**src/rtl/sertx_pkg.sv**
```systemverilog
package sertx_pkg;
  localparam int DATA_W  = 8;
  localparam int BRK_LOW = 12;
  localparam int FRAME_W = BRK_LOW + 2;
  localparam int LEN_W   = $clog2(FRAME_W + 1);

  typedef logic [FRAME_W-1:0] frame_t;
  typedef logic [LEN_W-1:0]   len_t;

  // Frame image sent LSB first: start 0, data bits, then ones (stop/idle).
  function automatic frame_t data_frame(input logic [DATA_W:0] d, input logic nine);
    frame_t f;
    f = '1;
    f[0] = 1'b0;
    for (int i = 0; i <= DATA_W; i++) begin
      if (i < DATA_W || nine) f[i+1] = d[i];
    end
    return f;
  endfunction

  function automatic len_t data_len(input logic nine);
    return len_t'(DATA_W + 2 + int'(nine));
  endfunction

  // Break: start plus BRK_LOW low bit-times, then a single stop bit.
  function automatic frame_t break_frame();
    frame_t f;
    f = '0;
    f[FRAME_W-1] = 1'b1;
    return f;
  endfunction

  function automatic len_t break_len();
    return len_t'(FRAME_W);
  endfunction
endpackage

```
**src/rtl/sertx_hold.sv**
```systemverilog
module sertx_hold
  import sertx_pkg::*;
(
  input  logic              clk,
  input  logic              rst_n,
  input  logic              active,
  input  logic              wr_valid,
  input  logic [DATA_W:0]   wr_word,
  input  logic              take,
  output logic              full,
  output logic [DATA_W:0]   word,
  output logic              accept
);
  assign accept = active && wr_valid && !full;

  always_ff @(posedge clk) begin
    if (!rst_n) begin
      full <= 1'b0;
      word <= '0;
    end else if (!active) begin
      full <= 1'b0;
    end else if (take) begin
      full <= 1'b0;
    end else if (accept) begin
      full <= 1'b1;
      word <= wr_word;
    end
  end
endmodule

```
**src/rtl/sertx_shift.sv**
```systemverilog
module sertx_shift
  import sertx_pkg::*;
(
  input  logic   clk,
  input  logic   rst_n,
  input  logic   active,
  input  logic   tick,
  input  logic   load,
  input  frame_t load_frame,
  input  len_t   load_len,
  output logic   busy,
  output logic   line_bit,
  output logic   done
);
  frame_t sh;
  len_t   cnt;

  always_ff @(posedge clk) begin
    if (!rst_n) begin
      sh  <= '1;
      cnt <= '0;
    end else if (!active) begin
      sh  <= '1;
      cnt <= '0;
    end else if (load) begin
      sh  <= load_frame;
      cnt <= load_len;
    end else if (tick && busy) begin
      sh  <= {1'b1, sh[FRAME_W-1:1]};
      cnt <= cnt - len_t'(1);
    end
  end

  assign busy     = (cnt != '0);
  assign line_bit = busy ? sh[0] : 1'b1;
  assign done     = active && !load && tick && (cnt == len_t'(1));
endmodule

```
**src/rtl/sertx_top.sv**
```systemverilog
module sertx_top
  import sertx_pkg::*;
(
  input  logic        clk,
  input  logic        rst_n,
  input  logic        port_en,
  input  logic        tx_en,
  input  logic        nine_bit,
  input  logic        invert,
  input  logic        baud_tick,
  input  logic        wr_valid,
  input  logic [7:0]  wr_data,
  input  logic        wr_bit8,
  input  logic        brk_req,
  output logic        hold_empty,
  output logic        shift_empty,
  output logic        brk_pending,
  output logic        tx_line
);
  logic            active;
  logic            hold_full;
  logic [DATA_W:0] hold_word;
  logic            wr_accept;
  logic            busy;
  logic            line_bit;
  logic            frame_done;
  logic            load_brk;
  logic            load_data;
  logic            load_evt;
  logic            cur_brk;
  frame_t          next_frame;
  len_t            next_len;

  assign active    = port_en && tx_en;
  assign load_brk  = active && !busy && brk_pending;
  assign load_data = active && !busy && hold_full && !brk_pending;
  assign load_evt  = load_brk || load_data;

  assign next_frame = load_brk ? break_frame() : data_frame(hold_word, nine_bit);
  assign next_len   = load_brk ? break_len()   : data_len(nine_bit);

  sertx_hold u_hold (
    .clk      (clk),
    .rst_n    (rst_n),
    .active   (active),
    .wr_valid (wr_valid),
    .wr_word  ({wr_bit8, wr_data}),
    .take     (load_data),
    .full     (hold_full),
    .word     (hold_word),
    .accept   (wr_accept)
  );

  sertx_shift u_shift (
    .clk        (clk),
    .rst_n      (rst_n),
    .active     (active),
    .tick       (baud_tick),
    .load       (load_evt),
    .load_frame (next_frame),
    .load_len   (next_len),
    .busy       (busy),
    .line_bit   (line_bit),
    .done       (frame_done)
  );

  always_ff @(posedge clk) begin
    if (!rst_n) begin
      brk_pending <= 1'b0;
      cur_brk     <= 1'b0;
    end else if (!active) begin
      brk_pending <= 1'b0;
      cur_brk     <= 1'b0;
    end else begin
      if (load_evt) cur_brk <= load_brk;
      if (frame_done && cur_brk) brk_pending <= 1'b0;
      else if (brk_req)          brk_pending <= 1'b1;
    end
  end

  assign hold_empty  = !hold_full;
  assign shift_empty = !busy;
  assign tx_line     = (active ? line_bit : 1'b1) ^ invert;
endmodule

```
**config.mk**
```make
export PLATFORM = sky130hd
export DESIGN_NAME = sertx_top
export DESIGN_NICKNAME = d
export VERILOG_FILES = /design/src/rtl/sertx_pkg.sv /design/src/rtl/sertx_hold.sv /design/src/rtl/sertx_shift.sv /design/src/rtl/sertx_top.sv
export SDC_FILE = /design/constraint.sdc
export NUM_CORES = 1
export LEC_CHECK = 0
export BUFFER_PORTS_ARGS = -buffer_cell sky130_fd_sc_hd__buf_2
export CORE_UTILIZATION = 45
export CTS_CLUSTER_DIAMETER = 30
export DETAILED_ROUTE_END_ITERATION = 6
export GPL_ROUTABILITY_DRIVEN = 0
export PLACE_DENSITY = 0.66
export SYNTH_ARGS = -nofsm -noshare
export SYNTH_HDL_FRONTEND = slang
export SYNTH_SLANG_ARGS = --single-unit
```
**constraint.sdc**
```tcl
create_clock -name clk -period 2.05 [get_ports clk]
set_input_delay 0.205 -clock clk [delete_from_list [all_inputs] [get_ports clk]]
set_output_delay 0.205 -clock clk [all_outputs]
set_load 0.1 [all_outputs]
```
---- Word-level counts from Yosys, hierarchy flattened ----
Index checks and enable logic that the tools add are counted.
word-level totals
  register bits after elaboration ......... 30
  input bits .............................. 18
  output and inout bits ................... 4
  logic and storage cells ................. 45
cells by class
  add/subtract/negate cells ............... 2
  equal/unequal tests ..................... 1
  muxes and demuxes ....................... 9
  bitwise operators ....................... 4
  reduce and logical (&&, ||, !) cells .... 23
operators with widths
  operator               number
  $mux W14               2
  $mux W13               1
  $logic_and A1 B1 Y1    12
  $mux W4                3
  $reduce_or A3 Y1       2
  $add A4 B1 Y4 const A  1
  $eq A4 B1 Y1 const B   1
  $logic_not A1 Y1       4
  $reduce_bool A4 Y1     1
  $sub A4 B1 Y4 const B  1
  $mux W1                3
  $not A1 Y1             3
  $reduce_and A3 Y1      1
  $reduce_and A2 Y1      1
  $reduce_bool A2 Y1     1
  $logic_or A1 B1 Y1     1
  $xor A1 B1 Y1          1

---- Depth between registers and ports, before layout ----
  depth in word-level cells ............... 12
  depth in mapped cells ................... 9
  depth with buffers taken out ............ 7

---- Cells and area by module ----
A second synthesis with hierarchy kept.
unflattened totals
  cells, all modules ...................... 196
  area, all modules ....................... 1732.9 um^2
modules (own cells, without submodules)
  module       instances  cells each  area each (um^2)
  sertx_shift  1          119         1081.0
  sertx_hold   1          44          415.4
  sertx_top    1          33          236.5

---- Worst setup path after synthesis ----
Ideal clock, no wire load.
  path kind ............................... reg-to-output
  start point ............................. reg u_shift.cnt[0]
  end point ............................... out tx_line
  arrival time ............................ 3124 ps
  required time ........................... 1845 ps
  setup slack ............................. -1279 ps
  cell stages (with the launch flop) ...... 8
  cells stage by stage .................... dfxtp_1 inv_1 ha_1 or3b_1 buf_6 inv_2 nor3_1 xnor2_1
between the ends
  cells in the longest elaborated chain, start to end .. 4
ends and longest elaborated chain
  item                      RTL line           text
  start: declaration        sertx_shift.sv:16  len_t cnt;
  start signal: assignment  sertx_shift.sv:27  cnt <= load_len;
  start signal: assignment  sertx_shift.sv:30  cnt <= cnt - len_t'(1);
  $reduce_bool A4 Y1        sertx_shift.sv:34  assign busy = (cnt != '0);
  $mux W1                   sertx_shift.sv:35  assign line_bit = busy ? sh[0] : 1'b1;
  $mux W1                   sertx_top.sv:83    assign tx_line = (active ? line_bit : 1'b1) ^ invert;
  $xor A1 B1 Y1             sertx_top.sv:83
  end: declaration          sertx_top.sv:18    output logic tx_line
No other way between the ends.

---- Worst setup path after layout ----
  start point ............................. reg u_shift.cnt[0]
  end point ............................... reg u_shift.cnt[2]
between the ends
  cells in the longest elaborated chain, start to end .. 7
  elaborated cells on any way between the ends .. 13
ends and longest elaborated chain
  item
  parallel branches: the longest is 7 deep, another holds $sub A4 B1 Y4
Several ways; the timed one is not identified. The select of a mux whose other input is x is not followed.
A chain may end at the register's enable or synchronous reset.

==> out/results.ini <==
[run_status]
status=finished with violations
violations=setup timing

[power]
p_total_w=0.00109
ir_drop_mv=0.451
p_leak_nw=0.706
cellPowerDensity_nw_per_um2=671

[synth]
synth_flop_cell=dfxtp_1
synth.area.top_cells=dfxtp_1, nand2_1, a221oi_1, a21boi_0, ha_1
async_flop_share_pct=0
synthTopCellsByCount=nand2_1, dfxtp_1, a21boi_0, a221oi_1
synth_edf_count=0
yosysTopAreaCell=dfxtp_1
netlist_instances=145
yosysUniqueCellTypes=33
seq_area_frac_synth_pct=45.4
synth_area_per_cell_um2=8.82
netlist.area_leader.share_pct=45.4
yosysMostFrequentCell=nand2_1
synth_area_um2=1280
synth_seq_cells=29
synth_warnings=0
synth.net_count=166

[cts]
clock_path_buffers=2
cts_buffers=5
cts_tree=done
clock_sinks=29
cts-root-buf=clkbuf_4
h-tree-depth=2
clk_latency_ns=0.33
path_clk_slew_ns=0.10

[critical_path]
rrSetupSlack_ns=-0.01
crit_required_ns=2.26
cp_data_arrival_time_ns=2.27
worstSetupPathType=reg2reg
worstSetupEndpointType=flop
start_kind=flop
critPathMaxFanout=4

[sta]
slew_headroom_pct=68.0
fin_crit_sh_pct=101
hold_violations=0
post-route-worst-setup-slack_ns=-0.0107
max_freq_mhz=485
tightest_slew_ns=0.484
holdWs_ns=0.117
grt_setup_unrepaired=true
skew_ns=0.0141
min_period_ns=2.06
finalSetupViolCount=1
fin_tns_setup_ns=-0.0107
final_max_slew_viol_count=0

[final_layout]
fin_nets=198
multiInputGateArea_um2=682
seq_area_um2=583
final_cells=208
finish.utilization_pct=62.9
antenna-diode-count=0
drive_gt1_share_pct=30.9
area_delta_synth_final_pct=27.4
num-fill-cells=224

[die]
initial_core_util_pct=49.4
dieArea_um2=3060
ios=22
core_area_um2=2590
std_cell_rows=18
die_h_um=55.3
die_x_um=55.3

[place]
port_buffers=21
placed_cells=192
dp_hpwl_um=2020

[flow_run]
drv_cap=0

[route]
wl_per_cell_um=14.3
num_vias=1168
drc_errors=0
met2WireLength_um=1350
vias_per_cell=5.62
drt_pass1_iterations=4
ant_nets=0
drt-met1-wl_um=1400
first_iter_violations=21
wl_met3_um=166
wl_um=2980
top_layer=met4

[global_routing]
gr-total-overflow=0
grt_util_all_layers_pct=20.1
grt_max_degree=16
antenna_found_initial=0
grt_pass1_wl_um=4680
grt_pass1_vias=983

[hold_path]
hold_path.class=in2reg

-- kinds of logic after synthesis --
kind of cell,share of synthesized area (%)
flip-flops,45.4
AND/OR/NAND/NOR,22.9
buffers and inverters,5.18
adder cells (fa/ha/maj),2.94
multiplexers,1.57
AO/OA/AOI/OAI,21.3
XOR/XNOR,0.685
-- final timing paths --
kind	to	startpoint	cells past startpoint
worst max-delay path	u_shift.cnt[2]	u_shift.cnt[0]	7
worst min-delay path	u_hold.word[5]	wr_data[5]	3
worst max register to register	u_shift.cnt[2]	u_shift.cnt[0]	7
worst min register to register	u_shift.sh[7]	u_shift.sh[7]	2
-- layer usage --
metal,global-route usage [%],vias to the layer above
met2,27.4,34
met3,5.15,8
met1,28.4,548
li1,-,578
met4,11.8,0
met5,0,-
-- timing repair --
item | in CTS | in global routing
gates resized for setup | 6 | 4
endpoints found under the hold margin | 0 | 0
pin swaps | 3 | 3
setup buffers | 3 | 6
hold buffers | 0 | 0
endpoints found under the setup margin | 1 | 17
-- registers in the layout (all words and copies together), names as in the netlist --
signal,count
cur_brk,1
u_shift.cnt,4
u_hold.word,9
u_shift.sh,13
u_hold.full,1
brk_pending,1
-- power breakdown --
group          leakage (nW)  internal (W)  switching, W
Combinational         0.429     0.0000450     0.0000685
Sequential            0.236      0.000572    0.00000624
Clock                0.0413      0.000199      0.000203
-- worst max-delay path, cell delays in order (launching register included) --
cell and delay, ns:
dfxtp_2 0.33, inv_2 0.10, ha_4 0.13, or3b_4 0.43
buf_6 0.15, or4_4 0.51, a31oi_1 0.20, o32ai_1 0.10
-- area by class of cell --
| type | instances | share of cell area, % |
|---|---|---|
| timing repair buffer | 32 | 13.6 |
| tap | 30 | 2.30 |
| inverter | 6 | 2.15 |
| clock inverter | 1 | 0.307 |
| clock buffer | 7 | 3.99 |
| sequential | 29 | 35.8 |
| multi-input combinational | 103 | 41.9 |
-- stage by stage --
step | setup slack, ns | area, um2
4_1_cts | 0.00138 | 1570
5_1_grt | -0.0687 | 1630
3_5_place_dp | 0.0599 | 1470
2_1_floorplan | 0.000848 | 1320
3_3_place_gp | 0.129 | 1470
6_report | -0.0107 | 1630
-- placed cells by master, fill, tap and decap left out, types with 2 or more instances in the layout --
| master | netlist | final |
|---|---|---|
| a221o_1 | 2 | 2 |
| mux2i_1 | 2 | 2 |
| and3_1 | 3 | 3 |
| buf_12 | 0 | 2 |
| nand3_1 | 4 | 4 |
| buf_2 | 1 | 19 |
| o21ai_0 | 5 | 5 |
| clkbuf_8 | 0 | 2 |
| ha_1 | 3 | 2 |
| nand2_1 | 39 | 39 |
| dfxtp_1 | 29 | 27 |
| a221oi_1 | 9 | 9 |
| a21boi_0 | 9 | 9 |
| buf_4 | 0 | 10 |
| a21oi_1 | 3 | 2 |
| inv_2 | 1 | 2 |
| and2_1 | 3 | 2 |
| nor3_1 | 4 | 3 |
| clkbuf_4 | 0 | 5 |
| nor2_1 | 4 | 4 |
| dfxtp_2 | 0 | 2 |
| inv_1 | 5 | 3 |
No activity file was read; power rests on OpenSTA's default activity.
